--- src/rtl/l4chk_pkg.sv ---
package l4chk_pkg;

  typedef enum logic [3:0] {
    C_OK       = 4'd0,
    C_SHORT    = 4'd1,
    C_CSUM     = 4'd2,
    C_LEN      = 4'd3,
    C_PORT     = 4'd4,
    C_FIN_ONLY = 4'd8,
    C_NO_FLAGS = 4'd9,
    C_FIN_RST  = 4'd10,
    C_SYN_URG  = 4'd11,
    C_SYN_RST  = 4'd12,
    C_SYN_FIN  = 4'd13
  } l4_code_e;

  localparam int F_FIN = 0;
  localparam int F_SYN = 1;
  localparam int F_RST = 2;
  localparam int F_URG = 5;

  typedef struct packed {
    logic        tcp;
    logic        csum_ok;
    logic [15:0] ip_len;
    logic [15:0] sport;
    logic [15:0] dport;
    logic [15:0] ulen;
    logic [5:0]  flags;
  } l4_fields_t;

endpackage

--- src/rtl/l4_hdr_capture.sv ---
module l4_hdr_capture
  import l4chk_pkg::*;
#(
  parameter int TCP_HDR  = 20,
  parameter int UDP_HDR  = 8,
  parameter int FLAG_OFS = 13
) (
  input  logic       clk,
  input  logic       rst,
  input  logic       in_valid,
  input  logic [7:0] in_data,
  input  logic       in_last,
  input  logic       in_tcp,
  input  logic       in_csum_ok,
  input  logic [15:0] in_ip_len,
  output l4_fields_t fld_n,
  output logic       report,
  output logic       short_pkt
);
  localparam int CNT_W = $clog2(TCP_HDR + 1);

  logic [CNT_W-1:0] idx_q;
  logic             done_q;
  l4_fields_t       fld_q;
  logic [CNT_W-1:0] hdr_last;
  logic             at_end;

  // merge the current byte into the fields captured so far
  always_comb begin
    fld_n = fld_q;
    if (idx_q == CNT_W'(0)) begin
      fld_n.tcp        = in_tcp;
      fld_n.csum_ok    = in_csum_ok;
      fld_n.ip_len     = in_ip_len;
      fld_n.sport[15:8] = in_data;
    end
    if (idx_q == CNT_W'(1)) fld_n.sport[7:0]  = in_data;
    if (idx_q == CNT_W'(2)) fld_n.dport[15:8] = in_data;
    if (idx_q == CNT_W'(3)) fld_n.dport[7:0]  = in_data;
    if (idx_q == CNT_W'(4)) fld_n.ulen[15:8]  = in_data;
    if (idx_q == CNT_W'(5)) fld_n.ulen[7:0]   = in_data;
    if (idx_q == CNT_W'(FLAG_OFS)) fld_n.flags = in_data[5:0];
  end

  assign hdr_last  = fld_n.tcp ? CNT_W'(TCP_HDR - 1) : CNT_W'(UDP_HDR - 1);
  assign at_end    = (idx_q == hdr_last);
  assign report    = in_valid && !done_q && (at_end || in_last);
  assign short_pkt = in_valid && !done_q && in_last && !at_end;

  always_ff @(posedge clk) begin
    if (rst) begin
      idx_q  <= '0;
      done_q <= 1'b0;
      fld_q  <= '0;
    end else if (in_valid) begin
      if (!done_q) fld_q <= fld_n;
      if (in_last) begin
        idx_q  <= '0;
        done_q <= 1'b0;
      end else if (!done_q) begin
        if (at_end) done_q <= 1'b1;
        else        idx_q  <= idx_q + CNT_W'(1);
      end
    end
  end


  idx_bound_chk: assert property (@(posedge clk) disable iff (rst)
    idx_q <= CNT_W'(TCP_HDR - 1));


  idle_hold_chk: assert property (@(posedge clk) disable iff (rst)
    !in_valid |=> $stable(idx_q) && $stable(done_q));

endmodule

--- config.mk ---
export PLATFORM = sky130hd
export DESIGN_NAME = l4_hdr_capture
export DESIGN_NICKNAME = d
export VERILOG_FILES = /design/src/rtl/l4chk_pkg.sv /design/src/rtl/l4_hdr_capture.sv
export SDC_FILE = /design/constraint.sdc
export NUM_CORES = 1
export LEC_CHECK = 0
export ABC_CLOCK_PERIOD_IN_PS = 5000
export BUFFER_PORTS_ARGS = -buffer_cell sky130_fd_sc_hd__buf_2
export CAP_MARGIN = 20
export CORE_MARGIN = 1.5
export CORE_UTILIZATION = 45
export CTS_CLUSTER_SIZE = 40
export DETAILED_ROUTE_END_ITERATION = 6
export MAX_ROUTING_LAYER = met4
export PLACE_DENSITY = 0.7
export SLEW_MARGIN = 20
export SYNTH_ARGS = -nofsm -noshare
export SYNTH_HDL_FRONTEND = slang
export SYNTH_SLANG_ARGS = --single-unit
--- constraint.sdc ---
create_clock -name clk -period 5 [get_ports clk]
set_clock_uncertainty 0.05 [all_clocks]
set_input_delay 1 -clock clk [delete_from_list [all_inputs] [get_ports clk]]
set_output_delay 1 -clock clk [all_outputs]
set_load 0.05 [all_outputs]
=== After elaboration in Yosys (flattened, before gate mapping) ===
Index checks and enable logic that the tools add are counted.
Widths: inputs -> output; s select.

* Output and inout port bits: 74
* Word-level logic and storage cells: 44
* Bits in registers: 78
* Input port bits: 30

* Reduce and logical (&&, ||, !) cells: 10
* Add/subtract/negate cells: 1
* Bitwise operators: 1
* Multiplexer cells: 14
* Equal/unequal tests: 9

{| class="wikitable"
|+ Operators by type and width
! operator !! count
|-
| $mux 8 || 5
|-
| $mux 26 || 1
|-
| $mux 5 || 4
|-
| $eq 5x2->1 const B || 2
|-
| $eq 5x3->1 const B || 2
|-
| $mux 6 || 1
|-
| $add 5x1->5 const B || 1
|-
| $eq 5x1->1 const B || 1
|-
| $eq 5x4->1 const B || 1
|-
| $eq 5x5->1 || 1
|-
| $logic_not 5->1 || 1
|-
| $logic_and 1x1->1 || 4
|-
| $ne 2x2->1 const B || 2
|-
| $mux 1 || 3
|-
| $reduce_and 3->1 || 1
|-
| $logic_not 1->1 || 2
|-
| $reduce_and 2->1 || 1
|-
| $logic_or 1x1->1 || 1
|-
| $not 1->1 || 1
|}

=== Depth between registers and ports, before layout ===
Gate-level depths: netlist of the first run.

* Depth in word-level cells: 7
* Gate-level depth with buffers: 9
* Mapped depth without buffers: 6

=== Worst setup path after synthesis of the first run ===
OpenSTA, ideal clock, no wires.

* Path type: input to output
* From: input in_valid
* To: output report
* Slack: 1,848 ps
* Required time: 3,950 ps
* Stages: 5
* Buffers on the path: 3
* Arrival time: 2,102 ps
* Cell sequence: nor2b_1 clkbuf_1 buf_2 buf_2 and2_1

* Longest elaborated chain between the ends: 2

{| class="wikitable"
|+ Ends and longest elaborated chain
! what !! RTL line !! text
|-
| from (decl) || l4_hdr_capture.sv:10 || <nowiki>input logic in_valid,</nowiki>
|-
| $logic_and 1x1->1 (2 in series) || l4_hdr_capture.sv:47 || <nowiki>assign report = in_valid && !done_q && (at_end || in_last);</nowiki>
|-
| to (decl) || l4_hdr_capture.sv:17 || <nowiki>output logic report,</nowiki>
|}

No other way between the ends.

==> results of run 1 <==
per-stage QoR:
stage	hold WS [ps]	cell area [µm²]	util	instances	total power, W
after floorplan	382	4040	-	459	0.000847
after global placement	389	4460	0.512	631	0.000898
after detailed placement	396	4460	0.512	631	0.000901
after CTS	409	4690	0.538	647	0.00144
after global routing	430	4690	0.538	647	0.00149
final	407	4690	0.538	647	0.00143
worst max-delay path, cell delays in order, from the launching register on:
cell and delay [ps]:
dfxtp_1 420, ha_1 270, nor4b_4 780, mux2_2 430
buf_2 210
state kept, by name, summed over array words and instances (netlist names):
name    count
fld_q      72
idx_q       5
done_q      1
synth_stat cells, types with 2 or more instances:
| library cell | count | share of area |
|---|---|---|
| a21oi_1 | 69 | 0.086 |
| and2_1 | 3 | 0.0046 |
| and4bb_2 | 2 | 0.0062 |
| buf_2 | 14 | 0.017 |
| buf_4 | 4 | 0.0074 |
| buf_6 | 6 | 0.017 |
| clkbuf_1 | 15 | 0.014 |
| clkbuf_8 | 3 | 0.010 |
| dfxtp_1 | 78 | 0.39 |
| ha_1 | 4 | 0.012 |
| inv_1 | 2 | 0.0019 |
| mux2_1 | 2 | 0.0056 |
| mux2_2 | 70 | 0.20 |
| mux2i_1 | 7 | 0.017 |
| nand2_1 | 103 | 0.096 |
| nand2b_1 | 4 | 0.0062 |
| nand3_1 | 41 | 0.051 |
| nand4_1 | 2 | 0.0031 |
| nor2_1 | 11 | 0.010 |
| nor4b_4 | 3 | 0.018 |
| or4_1 | 2 | 0.0037 |
power breakdown:
part / internal (W) / switching [W] / total (W)
registers: 0.000637 / 0.00000905 / 0.000646
clock network: 0.000287 / 0.000252 / 0.000539
logic: 0.0000667 / 0.000176 / 0.000242
total: 0.000991 / 0.000437 / 0.00143
area by class of cell:
type | count | area (µm²)
Fill cell | 803 | 4030
Multi-Input combinational cell | 337 | 2220
Sequential cell | 78 | 1560
Timing Repair Buffer | 106 | 538
Tap cell | 108 | 135
Clock buffer | 9 | 124
Clock inverter | 7 | 103
Inverter | 2 | 7.51
kinds of logic (layout without fill, tap and decap cells):
logic type,after synthesis,in the layout,share of synthesized area
compound gates,74,74,0.0951
xor+xnor,1,1,0.00217
fa+ha+maj,4,4,0.0124
buf+inv,44,124,0.0676
flops,78,78,0.387
mux,79,79,0.218
simple gates,179,179,0.218
how the worst max path moves through the flow:
stage,from,cells after the start,end
after floorplan,in_valid,5,report
after global placement,in_valid,5,report
after detailed placement,in_valid,5,report
after CTS,idx_q[0],4,fld_n[25]
after global routing,idx_q[1],5,fld_n[40]
final,idx_q[0],4,fld_n[40]
metal layers:
metal / vias to the layer above / routed length [µm] / track usage / part of all wire
li1: 1721 / - / - / -
met1: 1641 / 4490 / 0.274 / 0.46
met2: 108 / 4620 / 0.335 / 0.47
met3: 9 / 536 / 0.0424 / 0.055
met4: 0 / 108 / 0.0648 / 0.011
met5: - / 0 / - / 0
==> reports/metrics.csv, run 1 <==
stage,metric,value,unit
worst_setup_path,r2r-start,idx_q[0],
worst_setup_path,worstPathRequired,3950,ps
drt,wire_per_inst,15.1,µm
drt,vias,3479,
clock_tree,postCtsHoldBufs,0,
sta,fin_crit,3510,ps
power_and_ir_drop,p_leak,1.99,nW
placed_design,hpwlAfterDp,6290,µm
clock_tree,postCtsSetupBuffers,0,
drt,drt_first_pass_iters,5,
run,drv_cap,0,
clock_tree,clkTransAtPathRegs,80,ps
global_routing,grt_usage,0.212,
clock_tree,insertion_delay,350,ps
floorplan,die_y,97.7,µm
worst_setup_path,crit_arrival,2460,ps
clock_tree,htree_levels,3,
clock_tree,cts_resized,0,
worst_setup_path,r2r_end,fld_q[58],
synthesis,synth_edf_count,0,
sta,fin_ws,1490,ps
run_status,status,finished clean,
synthesis,ys_seq_elements,78,
clock_tree,root_buffer,clkbuf_8,
global_routing,grt_max_degree,52,
worst_setup_path,end_kind,output port,
worst_setup_path,reg2reg_depth,7,
sta,fin_setup_tns,0,ps
worst_setup_path,path_max_fanout,17,
placed_design,io_buffers,103,
floorplan,dieArea,9550,µm²
synthesis,syn_avg_cell_area,8.80,µm²
clock_tree,cts_buffers,9,
synthesis,synth_cells,459,
global_routing,grt_pass1_wl,16200,µm
floorplan,fp.dieW,97.7,µm
worst_setup_path,startpoint_type,register,
synthesis,synth_ff_type,dfxtp_1,
sta,finalHoldViolCount,0,
floorplan,core,8720,µm²
worst_setup_path,path_class,register to output port,
drt,ant_nets,0,
worst_hold_path,hp-class,register to register,
sta,rsz0062_at_grt,false,
global_routing,antenna_found_initial,0,
finish,syn_to_final_growth,16.1,%
sta,worst_pin_slew,944,ps
sta,setup_viol_count_final,0,
worst_setup_path,r2r_slack,2490,ps
global_routing,grt_pass1_vias,3370,
synthesis,ys_types,35,
sta,finalMaxSlewViolations,0,
power_and_ir_drop,vdd_drop_max,162,µV
synthesis,synthArstFlopShare,0,
synthesis,syn_area,4040,µm²
sta,max_freq,0.285,GHz
drt,first_iter_violations,104,
drt,wl,9760,µm
placed_design,dp_slack,1770,ps
synthesis,yosysWarningCount,0,
clock_tree,clock-sinks,78,
power_and_ir_drop,powerDensity,304,nW/µm²
drt,via_per_inst,5.38,
worst_hold_path,hold_depth,2,
sta,fin_crit_sh,0.702,
clock_tree,cts.path.max_buffers,2,
clock_tree,cts_tree,done,
placed_design,place_congestion,0.785,
sta,maxSlewHeadroom,0.368,
floorplan,start_util,0.463,
finish,nets,568,
synthesis,synth-seq-area-share,0.387,
finish,diodes,0,
drt,route.detailed.drc,0,
floorplan,placementRows,34,
finish,drive_gt1_frac,0.375,
worst_hold_path,holdPathEnd,fld_q[51],
global_routing,overflow,0,
worst_hold_path,worstHoldStart,fld_q[51],
floorplan,io_pins,104,
finish,final_cell_mix,"nand2_1, buf_2, dfxtp_1",
synthesis,synth_fp_nets,493,
(Power assumes the default switching activity.)
==> inputs of run 2 (changes only) <==
Settings changed: ABC_CLOCK_PERIOD_IN_PS 5000 to 2920, PLACE_DENSITY 0.7 to 0.72.
Clock period 5 ns to 2.92 ns, I/O delays scaled along.
==> reports/metrics.csv, run 2 (synthesized netlist as in run 1, its figures left out) <==
stage,metric,value,unit
clock_tree,cts.path.max_buffers,2,
power_and_ir_drop,power_frac_clock,0.357,
worst_setup_path,end_kind,output port,
clock_tree,clkTransAtPathRegs,100,ps
drt,via_per_inst,5.44,
power_and_ir_drop,vdd_drop_max,305,µV
worst_setup_path,startpoint_type,register,
clock_tree,postCtsHoldBufs,0,
floorplan,core,8720,µm²
worst_setup_path,crit_arrival,2130,ps
global_routing,grt_usage,0.215,
power_and_ir_drop,p_int,0.00162,W
clock_tree,clock-sinks,78,
power_and_ir_drop,finalPower,0.00239,W
sta,rsz0062_at_grt,false,
floorplan,fp.dieW,97.7,µm
clock_tree,cts_buffers,9,
sta,finalMaxSlewViolations,0,
global_routing,grt_pass1_vias,3353,
power_and_ir_drop,combPwrFrac,0.179,
global_routing,grt_pass1_wl,16100,µm
finish,largest_register,fld_q,
floorplan,io_pins,104,
power_and_ir_drop,p_seq_frac,0.463,
sta,worst_pin_slew,669,ps
sta,setup_viol_count_final,0,
run,drv_cap,0,
sta,fin_crit_sh,0.947,
drt,wl,9960,µm
placed_design,dp_slack,527,ps
finish,top_regs,"fld_q: 72 flops, idx_q: 5 flops, done_q: 1 flops",
power_and_ir_drop,p_switching,0.000762,W
floorplan,dieArea,9550,µm²
drt,vias,3560,
finish,nFillCells,801,
placed_design,io_buffers,103,
clock_tree,htree_levels,3,
drt,wire_per_inst,15.2,µm
drt,route.detailed.drc,0,
placed_design,hpwlAfterDp,6510,µm
sta,max_freq,0.362,GHz
clock_tree,cts_tree,done,
global_routing,antenna_found_initial,0,
sta,fin_ws,156,ps
global_routing,overflow,0,
finish,final_cell_mix,"nand2_1, buf_2, dfxtp_1",
placed_design,place_congestion,0.916,
worst_hold_path,hp-class,register to register,
finish,largest_reg_flops,72,
finish,diodes,0,
floorplan,start_util,0.463,
run_status,status,finished clean,
worst_setup_path,path_class,register to output port,
worst_setup_path,worstPathRequired,2290,ps
power_and_ir_drop,switching_share,0.319,
floorplan,die_y,97.7,µm
drt,ant_nets,0,
finish,nets,576,
sta,fin_crit,2760,ps
clock_tree,cts_resized,0,
sta,maxSlewHeadroom,0.553,
sta,finalHoldViolCount,0,
finish,syn_to_final_growth,18.0,%
drt,first_iter_violations,129,
global_routing,grt_max_degree,48,
clock_tree,root_buffer,clkbuf_8,
worst_setup_path,path_max_fanout,10,
power_and_ir_drop,powerDensity,501,nW/µm²
clock_tree,insertion_delay,350,ps
drt,drt_first_pass_iters,4,
sta,fin_setup_tns,0,ps
finish,drive_gt1_frac,0.384,
power_and_ir_drop,p_leak,2.04,nW
floorplan,placementRows,34,
clock_tree,postCtsSetupBuffers,0,
## run 2: cell count changes in the layout (fill, tap and decap cells not counted), sizes merged
| cell | change |
|---|---|
| buf | +8 |
| clkinv | +1 |
| bufinv | -1 |
## run 2: power by group through the flow
stage          sequential, W  combinational [W]  clock (W)
2_1_floorplan        0.00113           0.000326          0
6_report             0.00111           0.000428   0.000852
3_3_place_gp         0.00113           0.000422          0
3_5_place_dp         0.00113           0.000427          0
4_1_cts              0.00111           0.000429   0.000863
5_1_grt              0.00111           0.000456   0.000916
## run 2: through the flow
stage,hold slack [ps],util,cell area (µm²),cells
3_3_place_gp,388,0.523,4560,639
4_1_cts,406,0.546,4760,655
5_1_grt,418,0.546,4760,655
2_1_floorplan,382,-,4040,459
3_5_place_dp,392,0.523,4560,639
6_report,404,0.546,4760,655
## run 2: path summary, 6_finish.rpt
kind              startpoint        end  slack (ps)  cells after the start
setup / recovery    idx_q[2]     report         160                      5
hold / removal     fld_q[23]  fld_q[23]         400                      2
setup reg to reg    idx_q[3]  fld_q[52]         870                      6
hold reg to reg    fld_q[23]  fld_q[23]         400                      2
## run 2: layer usage
metal  GRT usage  share of wire  wire length (µm)  vias up
met5           -              0                 0        -
met4       0.103          0.024               237        0
met1       0.264           0.44              4410     1680
met2       0.340           0.48              4790      114
met3      0.0424          0.053               526       21
li1            -              -                 -     1745
## run 2: worst max-delay path, stage by stage (launching register included)
cell,delay [ps]
dfxtp_1,570
or3b_1,410
a21oi_2,250
or2_1,150
and2_1,140
buf_2,260
## run 2: cell type report
| cell class | instances | area [µm²] | area share |
|---|---|---|---|
| inverter | 2 | 7.51 | 0.00158 |
| tap | 108 | 135 | 0.0284 |
| sequential | 78 | 1560 | 0.328 |
| timing repair buffer | 114 | 636 | 0.133 |
| multi-input combinational | 337 | 2220 | 0.466 |
| clock buffer | 9 | 124 | 0.0260 |
| clock inverter | 7 | 80.1 | 0.0168 |
==> inputs of run 3 (changes only) <==
Settings changed: ABC_CLOCK_PERIOD_IN_PS 2920 to 3010, PLACE_DENSITY 0.72 to 0.7.
Clock period 2.92 ns to 3.01 ns, I/O delays scaled along.
==> reports/metrics.csv, run 3 (synthesized netlist as in run 1, its figures left out) <==
stage,metric,value,unit
run_status,status,finished clean,
sta,maxSlewHeadroom,0.407,
drt,wl,9650,µm
worst_setup_path,slowest_delay,570,ps
worst_setup_path,worstSetupStartpoint,idx_q[2],
finish,nets,574,
floorplan,io_pins,104,
sta,finalMaxSlewViolations,0,
finish,seq_area,1560,µm²
clock_tree,root_buffer,clkbuf_8,
floorplan,core,8720,µm²
placed_design,place_congestion,0.816,
power_and_ir_drop,vdd_drop_max,290,µV
sta,worst_pin_slew,887,ps
clock_tree,cts_tree,done,
drt,route.detailed.drc,0,
placed_design,hpwlAfterDp,6280,µm
worst_setup_path,crit_arrival,2190,ps
floorplan,fp.dieW,97.7,µm
clock_tree,postCtsSetupBuffers,0,
floorplan,die_y,97.7,µm
global_routing,grt_pass1_vias,3309,
placed_design,io_buffers,103,
finish,diodes,0,
sta,fin_ws,164,ps
clock_tree,insertion_delay,350,ps
worst_setup_path,r2r_end,fld_q[48],
clock_tree,cts_buffers,9,
placed_design,dp_slack,529,ps
sta,setup_viol_count_final,0,
worst_setup_path,end_kind,output port,
worst_setup_path,critPathBufInv,1,
sta,rsz0062_at_grt,false,
worst_setup_path,r2r-start,idx_q[0],
floorplan,start_util,0.463,
finish,final_cell_mix,"nand2_1, buf_2, dfxtp_1",
clock_tree,htree_levels,3,
finish,syn_to_final_growth,17.8,%
clock_tree,postCtsHoldBufs,0,
finish,multi_input_area,2220,µm²
worst_setup_path,reg2reg_depth,7,
sta,fin_crit_sh,0.946,
sta,fin_setup_tns,0,ps
global_routing,antenna_found_initial,0,
floorplan,dieArea,9550,µm²
global_routing,grt_usage,0.210,
drt,via_per_inst,5.32,
global_routing,grt_max_degree,45,
finish,nFillCells,802,
worst_setup_path,r2r_slack,660,ps
worst_setup_path,crit_end,report,
global_routing,overflow,0,
clock_tree,clkTransAtPathRegs,80,ps
worst_setup_path,startpoint_type,register,
finish,largest_register,fld_q,
power_and_ir_drop,powerDensity,517,nW/µm²
power_and_ir_drop,p_leak,2.04,nW
worst_hold_path,hp-class,register to register,
sta,fin_crit,2850,ps
worst_setup_path,worstPathRequired,2360,ps
drt,wire_per_inst,14.8,µm
run,drv_cap,0,
clock_tree,cts.path.max_buffers,2,
clock_tree,clock-sinks,78,
finish,top_regs,"fld_q: 72 flops, idx_q: 5 flops, done_q: 1 flops",
worst_setup_path,path_max_fanout,10,
worst_setup_path,worstSetupPathDepth,5,
drt,drt_first_pass_iters,5,
finish,largest_reg_flops,72,
drt,vias,3476,
drt,first_iter_violations,118,
worst_setup_path,cp_slowest_cell,dfxtp_1,
sta,max_freq,0.351,GHz
global_routing,grt_pass1_wl,15900,µm
sta,finalHoldViolCount,0,
floorplan,placementRows,34,
finish,drive_gt1_frac,0.382,
worst_setup_path,cp_cell_sequence,or3b_1 -> a21oi_2 -> or2_1 -> and2_1 -> buf_2,
clock_tree,cts_resized,0,
worst_setup_path,crit_family,simple AND/OR/NAND/NOR gates,
worst_setup_path,path_class,register to output port,
drt,ant_nets,0,
==> run 3: cell count changes in the layout (fill, tap and decap cells not counted), sizes merged <==
cell,before,now
bufinv,1,3
buf,114,112
clkinv,2,1
clkinvlp,1,0
==> run 3: routing by layer <==
metal  vias up  wire length [µm]  part of all wire  global-route usage
met5         -                 0                 0                   -
met4         0               157             0.016              0.0736
met3        16               566             0.059              0.0619
met2       106              4540              0.47               0.322
met1      1618              4390              0.45               0.264
li1       1736                 -                 -                   -
==> run 3: power breakdown <==
part | switching (W) | total, W | internal [W] | leakage (nW)
combinational | 0.000290 | 0.000404 | 0.000114 | 1.28
sequential | 0.0000147 | 0.00107 | 0.00106 | 0.633
clock | 0.000419 | 0.000983 | 0.000564 | 0.126
==> run 3: through the flow <==
stage / util / hold slack, ps / area [µm²] / power, W / cells
2_1_floorplan: - / 382 / 4040 / 0.00141 / 459
3_3_place_gp: 0.517 / 389 / 4510 / 0.00149 / 637
3_5_place_dp: 0.517 / 396 / 4510 / 0.00150 / 637
4_1_cts: 0.546 / 409 / 4760 / 0.00248 / 653
5_1_grt: 0.546 / 423 / 4760 / 0.00255 / 653
6_report: 0.546 / 406 / 4760 / 0.00246 / 653
==> run 3: layout make-up <==
cell class | count | share of cell area
clock buffers | 9 | 0.0260
multi-input cells | 337 | 0.466
well taps | 108 | 0.0284
inverters | 2 | 0.00158
flip-flops and latches | 78 | 0.328
repair buffers | 112 | 0.123
clock inverters | 7 | 0.0268
==> run 3: how the worst min path moves through the flow <==
stage | startpoint | to | slack [ps] | cells past startpoint
CTS | fld_q[31] | fld_q[31] | 410 | 2
global route | fld_q[41] | fld_q[41] | 420 | 2
finish | fld_q[41] | fld_q[41] | 410 | 2
floorplan | fld_q[22] | fld_q[22] | 380 | 2
global placement | fld_q[22] | fld_q[22] | 390 | 2
detailed placement | fld_q[22] | fld_q[22] | 400 | 2
==> run 3: worst min-delay path, stage by stage (launching register included) <==
cell     delay [ps]
dfxtp_1         320
nand2_1          50
a21oi_1          50
